## src/rtl/dtmr_pkg.sv

```systemverilog
package dtmr_pkg;
  localparam int CTL_W  = 11;
  localparam int B_MODE = 0;
  localparam int B_DOWN = 1;
  localparam int B_GEN  = 2;
  localparam int B_CAPT = 3;
  localparam int B_ARLD = 4;
  localparam int B_LOAD = 5;
  localparam int B_IEN  = 6;
  localparam int B_EN   = 7;
  localparam int B_STAT = 8;
  localparam int B_PWM  = 9;
  localparam int B_ALL  = 10;

  typedef enum logic [1:0] {
    SL_CTRL  = 2'd0,
    SL_LOAD  = 2'd1,
    SL_COUNT = 2'd2,
    SL_NONE  = 2'd3
  } slot_e;
endpackage

```

## src/rtl/dtmr_chan.sv

```systemverilog
module dtmr_chan
  import dtmr_pkg::*;
#(
  parameter int W = 32
) (
  input  logic             clk,
  input  logic             rst,
  input  logic             ctl_we,
  input  logic             ld_we,
  input  logic             en_all,
  input  logic [W-1:0]     wdata,
  output logic [CTL_W-1:0] ctl_q,
  output logic [W-1:0]     ld_q,
  output logic [W-1:0]     cnt_q,
  output logic             expire
);
  localparam logic [W-1:0] ALL1 = '1;

  logic             run;
  logic [W-1:0]     step;
  logic [CTL_W-1:0] ctl_nxt;

  assign run    = ctl_q[B_EN] & ~ctl_q[B_LOAD];
  assign step   = ctl_q[B_DOWN] ? cnt_q - 1'b1 : cnt_q + 1'b1;
  assign expire = run & (ctl_q[B_DOWN] ? (cnt_q == '0) : (cnt_q == ALL1));

  always_comb begin
    ctl_nxt = ctl_q;
    if (expire && !ctl_q[B_ARLD]) ctl_nxt[B_EN] = 1'b0;
    if (ctl_we) begin
      ctl_nxt         = wdata[CTL_W-1:0];
      ctl_nxt[B_STAT] = ctl_q[B_STAT] & ~wdata[B_STAT];
    end
    if (en_all) ctl_nxt[B_EN] = 1'b1;
    if (expire) ctl_nxt[B_STAT] = 1'b1;
  end

  always_ff @(posedge clk) begin
    if (rst) begin
      ctl_q <= '0;
      ld_q  <= '0;
      cnt_q <= '0;
    end else begin
      ctl_q <= ctl_nxt;
      if (ld_we) ld_q <= wdata;
      if (ctl_q[B_LOAD]) cnt_q <= ld_q;
      else if (run) cnt_q <= (expire && ctl_q[B_ARLD]) ? ld_q : step;
    end
  end
endmodule

```

## src/rtl/dtmr_rdmux.sv

```systemverilog
module dtmr_rdmux
  import dtmr_pkg::*;
#(
  parameter int W   = 32,
  parameter int NCH = 2
) (
  input  logic                      clk,
  input  logic                      rst,
  input  logic                      re,
  input  logic                      chan,
  input  slot_e                     slot,
  input  logic [NCH-1:0][CTL_W-1:0] ctl_v,
  input  logic [NCH-1:0][W-1:0]     ld_v,
  input  logic [NCH-1:0][W-1:0]     cnt_v,
  output logic [W-1:0]              rdata
);
  logic [W-1:0] sel;

  always_comb begin
    sel = '0;
    unique case (slot)
      SL_CTRL:  sel = {{(W-CTL_W){1'b0}}, ctl_v[chan]};
      SL_LOAD:  sel = ld_v[chan];
      SL_COUNT: sel = cnt_v[chan];
      default:  sel = '0;
    endcase
  end

  always_ff @(posedge clk) begin
    if (rst) rdata <= '0;
    else     rdata <= re ? sel : '0;
  end
endmodule

```

## src/rtl/dual_timer.sv

```systemverilog
module dual_timer
  import dtmr_pkg::*;
#(
  parameter int W = 32
) (
  input  logic         clk,
  input  logic         rst,
  input  logic [4:0]   bus_addr,
  input  logic [W-1:0] bus_wdata,
  input  logic         bus_we,
  input  logic         bus_re,
  output logic [W-1:0] bus_rdata,
  output logic         irq
);
  localparam int NCH = 2;

  slot_e                     slot;
  logic                      chan;
  logic                      en_all;
  logic [NCH-1:0][CTL_W-1:0] ctl_v;
  logic [NCH-1:0][W-1:0]     ld_v;
  logic [NCH-1:0][W-1:0]     cnt_v;
  logic [NCH-1:0]            exp_v;
  logic [NCH-1:0]            pend;

  assign slot   = slot_e'(bus_addr[3:2]);
  assign chan   = bus_addr[4];
  assign en_all = bus_we & (slot == SL_CTRL) & bus_wdata[B_ALL];

  for (genvar c = 0; c < NCH; c++) begin : g_ch
    logic hit;
    assign hit = (chan == (c != 0));

    dtmr_chan #(.W(W)) u_chan (
      .clk   (clk),
      .rst   (rst),
      .ctl_we(bus_we & hit & (slot == SL_CTRL)),
      .ld_we (bus_we & hit & (slot == SL_LOAD)),
      .en_all(en_all),
      .wdata (bus_wdata),
      .ctl_q (ctl_v[c]),
      .ld_q  (ld_v[c]),
      .cnt_q (cnt_v[c]),
      .expire(exp_v[c])
    );

    assign pend[c] = ctl_v[c][B_STAT] & ctl_v[c][B_IEN];
  end

  dtmr_rdmux #(.W(W), .NCH(NCH)) u_rd (
    .clk  (clk),
    .rst  (rst),
    .re   (bus_re),
    .chan (chan),
    .slot (slot),
    .ctl_v(ctl_v),
    .ld_v (ld_v),
    .cnt_v(cnt_v),
    .rdata(bus_rdata)
  );

  always_ff @(posedge clk) begin
    if (rst) irq <= 1'b0;
    else     irq <= |pend;
  end
endmodule

```

## config.mk

```make
export PLATFORM = sky130hd
export DESIGN_NAME = dual_timer
export DESIGN_NICKNAME = d
export VERILOG_FILES = /design/src/rtl/dtmr_pkg.sv /design/src/rtl/dtmr_chan.sv /design/src/rtl/dtmr_rdmux.sv /design/src/rtl/dual_timer.sv
export SDC_FILE = /design/constraint.sdc
export NUM_CORES = 1
export LEC_CHECK = 0
export ABC_AREA = 1
export CAP_MARGIN = 20
export CORE_MARGIN = 2
export CORE_UTILIZATION = 50
export DETAILED_ROUTE_END_ITERATION = 12
export DONT_BUFFER_PORTS = 1
export GPL_TIMING_DRIVEN = 0
export PLACE_DENSITY = 0.75
export SLEW_MARGIN = 5
export SYNTH_ARGS = -nofsm -noshare
export SYNTH_HDL_FRONTEND = slang
export SYNTH_SLANG_ARGS = --single-unit
```

## constraint.sdc

```tcl
create_clock -name clk -period 3.8 [get_ports clk]
set_input_delay 0.76 -clock clk [delete_from_list [all_inputs] [get_ports clk]]
set_output_delay 0.76 -clock clk [all_outputs]
set_load 0.01 [all_outputs]
```

# Yosys cells after proc, flatten, opt, wreduce, memory -nomap -nowiden
# Index checks and enable logic that the tools add are counted.
# totals
ff_bits	183
input_bits	41
out_inout_bits	33
wordCells	84
# classes
n_addsub	4
magnitude_cmp	1
n_eq_ne	4
mux	25
bitwise	21
reduce_logical	17
# op_table
cell	n
$mux 32	12
$pmux 32 s3	1
$add 32x1->32 const B	2
$eq 32x32->1 const B	2
$logic_not 32->1	2
$sub 32x1->32 const B	2
$mux 11	2
$mux 9	2
$and 1x1->1	16
$mux 1	8
$reduce_bool 2->1	4
$reduce_bool 3->1	2
$not 1->1	5
$logic_and 1x1->1	4
$reduce_or 2->1	2
$eq 2x1->1 const B	1
$eq 2x2->1 const B	1
$logic_not 1->1	2
$logic_not 2->1	1
$lt 1x2->1 const B	1

# Logic depth before layout (Yosys ltp)
# Gate-level depths: netlist of run 1.
# depth
ltp_word	7
mapped_depth	16
mapped_depth_nobuf	14

# Hierarchy
# Synthesis of run 1 repeated with hierarchy kept, for this count alone.
# unflattened
cells_unflattened	2349
area_unflattened_um2	13609.3
# by_module_without_submodules
module	instances	cells_each	area_each_um2	seq_area_each_um2
dtmr_chan (g_ch[1].u_chan)	1	965	5586.6	1501.4
dtmr_chan (g_ch[0].u_chan)	1	964	5584.1	1501.4
dtmr_rdmux	1	403	2357.3	640.6
dual_timer	1	17	81.3	20.0

# Worst setup path before layout of run 1
# No wires, ideal clock.
# synth_timing
kind	flip-flop to flip-flop
startpoint	reg g_ch[0].u_chan.ctl_q[1]
endpoint	reg g_ch[0].u_chan.cnt_q[25]
setup_ns	0.070
arrival_ns	2.457
required_time_ns	3.730
slack_ns	1.273
stages_incl_launch_ff	14
path_buffers	0
synth_period_minus_slack_ns	2.527
path_cell_list	dfxtp_1 ha_1 or2_2 nand3_1 nand2_1 nand2_1 nand2_1 nand2_1 nand2_1 nand2_1 nand2_1 nand2_1 nand3_1 a21oi_1
# synth_between
elab_chain_len	6
elab_cells_between_ends	7
classes_between	mux: 5; bitwise: 1; reduce/logical: 1
# synth_rtl
element	line	source
start, declared	dtmr_chan.sv:12	output logic [CTL_W-1:0] ctl_q,
start signal, assigned	dtmr_chan.sv:44	ctl_q <= ctl_nxt;
$mux 1	dtmr_chan.sv:25	assign expire = run & (ctl_q[B_DOWN] ? (cnt_q == '0) : (cnt_q == ALL1));
$and 1x1->1	dtmr_chan.sv:25	
$logic_and 1x1->1	dtmr_chan.sv:47	else if (run) cnt_q <= (expire && ctl_q[B_ARLD]) ? ld_q : step;
$mux 32 * (2 in a row)	dtmr_chan.sv:47	
$mux 32 *	dtmr_chan.sv:46	if (ctl_q[B_LOAD]) cnt_q <= ld_q;
end signal, assigned	dtmr_chan.sv:46	
end signal, assigned	dtmr_chan.sv:47	
end, declared	dtmr_chan.sv:14	output logic [W-1:0] cnt_q,
# Mark *: on every way between the ends. The rest lies on a longest branch, timed or not. The select of a mux whose other input is x is not followed.
# A chain may end at the register's enable or synchronous reset.

# Worst setup path after layout of run 1
# layout_timing
startpoint	reg g_ch[0].u_chan.ctl_q[1]
endpoint	reg g_ch[0].u_chan.cnt_q[21]
# The elaborated chain is that of the path after synthesis.

==> results.md, run 1 <==
* Post-Syn Area per Cell at 5.83 um2
* Post-synth ARST share at 0%
* Tmin final at 2.80 ns
* Drt pass-1 iters at 5
* Critical path cell sequence: ha_1 > nand2_1 > nor2_1 > inv_1 > nor2_1 > nand3_1 > nand3_1 > nand2_1 > nand2_1 > nand2_1 > nand3_1 > a21oi_1
* GRT Overall Usage at 31.9%
* Layout cells sized above 1 at 2.80%
* Mapped Cells at 2250
* FMAX at 357 MHz
* Most frequent cells in the layout: nand2_1 (687), inv_1 (328), nor2_1 (286)
* Clock slew seen by the registers of the worst setup and hold paths at 0.08 ns
* Post-synth EDFFs at 0
* Final-report hold violation count at 0
* Initial antenna violation count at 0
* Pin count of the biggest net entering global routing at 36
* CP Data Arrival Time at 3.10 ns
* Root buffer cell: clkbuf_16
* CTS H-tree depth at 4
* Clock sinks at 183
* Max incr delay on CP at 0.88 ns
* PwrDens at 322 mW/mm2
* HPWL after DPL at 37200 um
* Clock Skews at 0.0155 ns
* Post-synth top flop: dfxtp_1
* Worst skew pair latency at 0.44 ns
* Avg WL per Cell at 17.3 um
* GRT Residual Overflow at 0
* Fin crit share at 73.7%
* Nets at 2373
* CORE AREA at 0.0259 mm2
* Initial DRC count at 1285
* Hold slack at 0.450 ns
* Slew headroom at 40.0%
* First-pass GRT wire length at 70200 um
* Post-DRT Antenna Nets at 0
* Bufs and invs on worst path at 1
* Setup tns final at 0 ns
* Number of synthesis warnings at 0
* Synthesized Nets at 2353
* Die height at 166 um
* Antenna Cells at 0
* Setup crit end kind: flop
* Final setup fails at 0
* Max cap viols at 0
* Post-Synthesis Cell Area at 0.0131 mm2
* Sequential area share after synthesis at 27.9%
* Post-CTS Resized at 0
* Worst slack, placed at 1.00 ns
* Post-CTS Hold Buffers at 0
* IO buf count at 0
* CTS Buffer Depth at 2
* CP max stage cell: dfxtp_2
* Die Span X at 166 um
* Row cnt at 59
* Slack of the critical path at 1.00 ns
* Fill cells at 2667
* Startpoint Class: flop
* Crit path max-delay family: simple AND/OR/NAND/NOR gates
* Vias in the first global route at 13300
* Vias at 14300
* Num CTS Buffers at 17
* DRC Markers at 0
* Placed cell area at 0.0136 mm2
* # IOs at 74
* Postcts setup bufs at 0
* Die area at 0.0275 mm2
* Worst Hold Class: in -> reg
* Seq cells post-synth at 183
* Drt total wl at 45200 um
* Status: completed
* P_leak at 6.89 nW
* Max IR drop VDD at 0.266 mV
* Slew @ Worst Pin at 0.896 ns
* Routability cong. at 1.02
* Synth cell types at 41
* Initial Util at 50.6%
* CP most frequent cell: nand2_1
* Power Total at 0.00455 W
* Area Overhead vs Synth at 7.83%
* WP data required at 4.10 ns
* RSZ-0062 raised after global routing: no
* Post-DR vias/cell at 5.46
* Fin area at 0.0141 mm2
* Critical path class: reg -> reg
* Slew Limit Fails at 0
* Crit path max fanout at 35
* CTS tree: built
* Most common cell after layout, fill and taps aside: nand2_1
[state kept, by name (all words and copies together), names as in the netlist]
signal	cells
g_ch.u_chan.cnt_q	64
g_ch.u_chan.ld_q	64
u_rd.rdata	32
g_ch.u_chan.ctl_q	22
irq	1
[Yosys cell counts (3+ instances only)]
cell,instances,share of area [%]
a31oi_1,11,0.52
inv_1,328,9.4
nor3_1,16,0.61
inv_2,3,0.086
xnor2_1,18,1.2
o211ai_1,7,0.40
nand2_1,687,20
nor2_1,286,8.2
dfxtp_1,183,28
and2_1,4,0.19
buf_1,4,0.11
o21bai_1,6,0.34
xor2_1,13,0.87
and3_1,3,0.14
nor2_2,3,0.14
buf_6,6,0.52
nand3b_1,10,0.57
o221ai_1,6,0.40
o21ai_1,8,0.31
clkbuf_1,57,1.6
o21ai_0,191,7.3
nand4_1,16,0.76
buf_2,8,0.31
a21oi_1,206,7.9
nand3_1,90,3.4
ha_1,60,5.7
[power breakdown]
group,leakage (nW),internal [W],switching [W]
Sequential,1.49,0.00199,0.000103
Combinational,5.12,0.000213,0.000450
Clock,0.284,0.000891,0.000901
[worst paths after layout]
kind | depth (start not counted) | end | start | slack [ns]
worst max-delay path | 12 | g_ch[0].u_chan.cnt_q[21] | g_ch[0].u_chan.ctl_q[1] | 1.00
worst min-delay path | 2 | g_ch[1].u_chan.ld_q[16] | bus_wdata[16] | 0.45
worst max register to register | 12 | g_ch[0].u_chan.cnt_q[21] | g_ch[0].u_chan.ctl_q[1] | 1.00
worst min register to register | 2 | g_ch[0].u_chan.ld_q[26] | g_ch[0].u_chan.ld_q[26] | 0.49
[metal layers]
layer / track usage [%] / share of wire [%]
met1: 39.3 / 40
met2: 54.3 / 47
met3: 5.65 / 8.1
met4: 14.9 / 4.6
met5: 0 / 0
[per-stage QoR]
stage	util (%)	instances
floorplan	-	2250
global placement	52.2	2585
detailed placement	52.3	2586
CTS	54.6	2618
global route	54.6	2618
finish	54.6	2618
[cell type report]
class | instances | area (um2) | area share [%]
clock buffers | 17 | 425 | 3.01
clock inverters | 15 | 166 | 1.18
flip-flops and latches | 183 | 3660 | 25.9
well taps | 335 | 419 | 2.96
plain buffers | 77 | 352 | 2.49
repair buffers | 1 | 15.0 | 0.106
inverters | 333 | 1250 | 8.86
multi-input cells | 1657 | 7850 | 55.5
[cells by family (layout without fill, tap and decap cells)]
logic type	after synthesis	count (layout)	share of synthesized area (%)
AND/OR/NAND/NOR	1122	1122	34.2
AO/OA/AOI/OAI	442	442	17.6
buffers and inverters	410	443	12.2
flip-flops	183	183	27.9
adder cells (fa/ha/maj)	62	62	6.03
XOR/XNOR	31	31	2.07
Power figures use the tool's default switching activity.
==> inputs of run 2 (changes only) <==
- PLACE_DENSITY: 0.75 -> 0.78
- clock period: 3.8 -> 2.36 ns (I/O delays scaled with it)
==> results.md, run 2 (synthesis gave the netlist of run 1 again) <==
* CTS H-tree depth at 4 (unchanged)
* Slew Limit Fails at 0 (unchanged)
* Nets at 2386 (was 2373)
* CTS Buffer Depth at 2 (unchanged)
* Die height at 166 um (unchanged)
* Fin crit share at 95.2% (was 73.7%)
* Final-report hold violation count at 0 (unchanged)
* Slack of the critical path at 0.114 ns (was 1.00 ns)
* Crit path max fanout at 8 (was 35)
* Row cnt at 59 (unchanged)
* Worst skew pair latency at 0.45 ns (was 0.44 ns)
* Drt pass-1 iters at 6 (was 5)
* Hold depth at 2 (unchanged)
* GR Layer Usage met1 at 40.3% (was 39.3%)
* Worst slack, placed at -0.370 ns (was 1.00 ns)
* HPWL after DPL at 36700 um (was 37200 um)
* Startpoint Class: flop (unchanged)
* Max IR drop VDD at 0.482 mV (was 0.266 mV)
* Clock Skews at 0.0117 ns (was 0.0155 ns)
* Routability cong. at 0.999 (was 1.02)
* Vias at 14500 (was 14300)
* CTS tree: built (unchanged)
* GRT Overall Usage at 32.3% (was 31.9%)
* CP most frequent cell: nand2_1 (unchanged)
* Reg-to-reg endpoint: g_ch[0].u_chan.cnt_q[20] (was g_ch[0].u_chan.cnt_q[21])
* GR Util met2 at 54.9% (was 54.3%)
* First-pass GRT wire length at 70700 um (was 70200 um)
* Most frequent cells in the layout: nand2_1 (658), inv_1 (328), nor2_1 (258) (was nand2_1 (687), inv_1 (328), nor2_1 (286))
* IO buf count at 0 (unchanged)
* FMAX at 445 MHz (was 357 MHz)
* Hold_sp: bus_wdata[3] (was bus_wdata[16])
* CORE AREA at 0.0259 mm2 (unchanged)
* Fill cells at 2678 (was 2667)
* Initial Util at 50.6% (unchanged)
* RSZ-0062 raised after global routing: yes (was no)
* Num CTS Buffers at 17 (unchanged)
* Slew headroom at 49.6% (was 40.0%)
* Avg WL per Cell at 17.6 um (was 17.3 um)
* Die Span X at 166 um (unchanged)
* Die area at 0.0275 mm2 (unchanged)
* Final setup fails at 0 (unchanged)
* Pin count of the biggest net entering global routing at 33 (was 36)
* Setup crit end kind: flop (unchanged)
* Tmin final at 2.25 ns (was 2.80 ns)
* Root buffer cell: clkbuf_16 (unchanged)
* Hold Path Sink: g_ch[1].u_chan.ctl_q[3] (was g_ch[1].u_chan.ld_q[16])
* GRT busiest layer: met2 (unchanged)
* Worst Hold Class: in -> reg (unchanged)
* Setup tns final at 0 ns (unchanged)
* GRT Residual Overflow at 0 (unchanged)
* Initial DRC count at 1516 (was 1285)
* Max incr delay on CP at 0.47 ns (was 0.88 ns)
* PwrDens at 501 mW/mm2 (was 322 mW/mm2)
* Post-DR vias/cell at 5.50 (was 5.46)
* Max cap viols at 0 (unchanged)
* P_leak at 6.97 nW (was 6.89 nW)
* # IOs at 74 (unchanged)
* Post-DRT Antenna Nets at 0 (unchanged)
* Critical path class: reg -> reg (unchanged)
* Placed instance count at 2585 (was 2586)
* Final Non-Filler Cells at 2630 (was 2618)
* WP data required at 2.67 ns (was 4.10 ns)
* Clock sinks at 183 (unchanged)
* Reg2Reg Setup Slack at 0.11 ns (was 1.00 ns)
* Critical path cell sequence: buf_12 > ha_2 > nand2_1 > nand2_1 > nand2_1 > nand2_1 > nand2_1 > nand2_1 > nand2_1 > nand3_1 > nand2_1 > nand4_1 > nand3_1 > a21oi_1 (was ha_1 > nand2_1 > nor2_1 > inv_1 > nor2_1 > nand3_1 > nand3_1 > nand2_1 > nand2_1 > nand2_1 > nand3_1 > a21oi_1)
* Status: completed (unchanged)
* Area Overhead vs Synth at 12.8% (was 7.83%)
* Slew @ Worst Pin at 0.755 ns (was 0.896 ns)
* Worst r2r src: g_ch[0].u_chan.ctl_q[1] (unchanged)
* CP max stage cell: dfxtp_4 (was dfxtp_2)
* FF-to-FF path depth at 14 (was 12)
* Drt total wl at 46300 um (was 45200 um)
* Met3 global-route usage at 5.00% (was 5.65%)
* Most common cell after layout, fill and taps aside: nand2_1 (unchanged)
* Power Total at 0.00741 W (was 0.00455 W)
* Layout cells sized above 1 at 8.02% (was 2.80%)
* Vias in the first global route at 13300 (about the same)
* Clock slew seen by the registers of the worst setup and hold paths at 0.07 ns (was 0.08 ns)
* CP Data Arrival Time at 2.55 ns (was 3.10 ns)
* DRC Markers at 0 (unchanged)
* Initial antenna violation count at 1 (was 0)
* Top flop regs: g_ch.u_chan.cnt_q (64), g_ch.u_chan.ld_q (64), u_rd.rdata (32) (unchanged)
-- run 2: changes by cell type in the layout (fill, tap and decap cells not counted), sizes merged --
| cell | previous run | this run |
|---|---|---|
| bufinv | 0 | 2 |
| buf | 21 | 33 |
| diode | 0 | 1 |
| clkbuf | 74 | 76 |
| inv | 341 | 338 |
| clkinv | 5 | 3 |
-- run 2: worst max path at each step --
stage	cells past startpoint	slack [ns]	startpoint	end
2_1_floorplan	13	0.20	g_ch[0].u_chan.ctl_q[1]	g_ch[0].u_chan.cnt_q[25]
3_3_place_gp	12	-0.30	g_ch[0].u_chan.ctl_q[1]	g_ch[0].u_chan.cnt_q[21]
3_5_place_dp	12	-0.37	g_ch[0].u_chan.ctl_q[1]	g_ch[0].u_chan.cnt_q[21]
4_1_cts	13	0.01	g_ch[0].u_chan.ctl_q[1]	g_ch[0].u_chan.cnt_q[21]
5_1_grt	13	-0.06	g_ch[0].u_chan.ctl_q[1]	g_ch[0].u_chan.cnt_q[26]
6_report	14	0.11	g_ch[0].u_chan.ctl_q[1]	g_ch[0].u_chan.cnt_q[20]
-- run 2: cell type report --
| type | instances | area [um2] | area share [%] |
|---|---|---|---|
| clock buffer | 18 | 429 | 2.90 |
| sequential | 183 | 3670 | 24.8 |
| inverter | 333 | 1250 | 8.47 |
| clock inverter | 12 | 144 | 0.973 |
| tap | 335 | 419 | 2.83 |
| multi-input combinational | 1657 | 8350 | 56.5 |
| timing repair buffer | 14 | 171 | 1.16 |
| antenna | 1 | 2.50 | 0.0169 |
| buffer | 77 | 352 | 2.38 |
-- run 2: metrics by stage --
step                      util (%)  hold slack (ns)  cell area [um2]
after global placement        52.2            0.452            13500
after floorplan                  -            0.430            13100
after CTS                     54.6            0.158            14200
final                         57.1            0.158            14800
after global routing          57.1            0.162            14800
after detailed placement      52.2            0.457            13500
-- run 2: power by group --
part	internal, W	total, W	switching, W	leakage (nW)
clock	0.00157	0.00289	0.00132	0.276
combinational	0.000387	0.00115	0.000758	5.21
sequential	0.00321	0.00337	0.000168	1.49
total	0.00517	0.00741	0.00225	6.97
-- run 2: repair_timing --
item,CTS,global route
endpoints found under the hold margin,0,0
pin swaps,0,2
endpoints found under the setup margin,61,54
buffers inserted,4,9
gates resized for setup,2,130
cloned,0,1
hold buffers,0,0
-- run 2: per-layer routing --
metal  vias up  share of wire (%)  wire length (um)
met5         -                  0                 0
met2       630                 47             21900
met3       135                7.6              3540
li1       7182                  -                 -
met1      6531                 40             18700
met4         0                4.7              2180
-- run 2: worst max-delay path: cells and delay by family, from the launching register on --
| family | cells | cell delay (ns) |
|---|---|---|
| fa+ha+maj | 1 | 0.33 |
| simple gates | 11 | 1.06 |
| compound gates | 1 | 0.06 |
| buf+inv | 1 | 0.18 |
| flops | 1 | 0.47 |
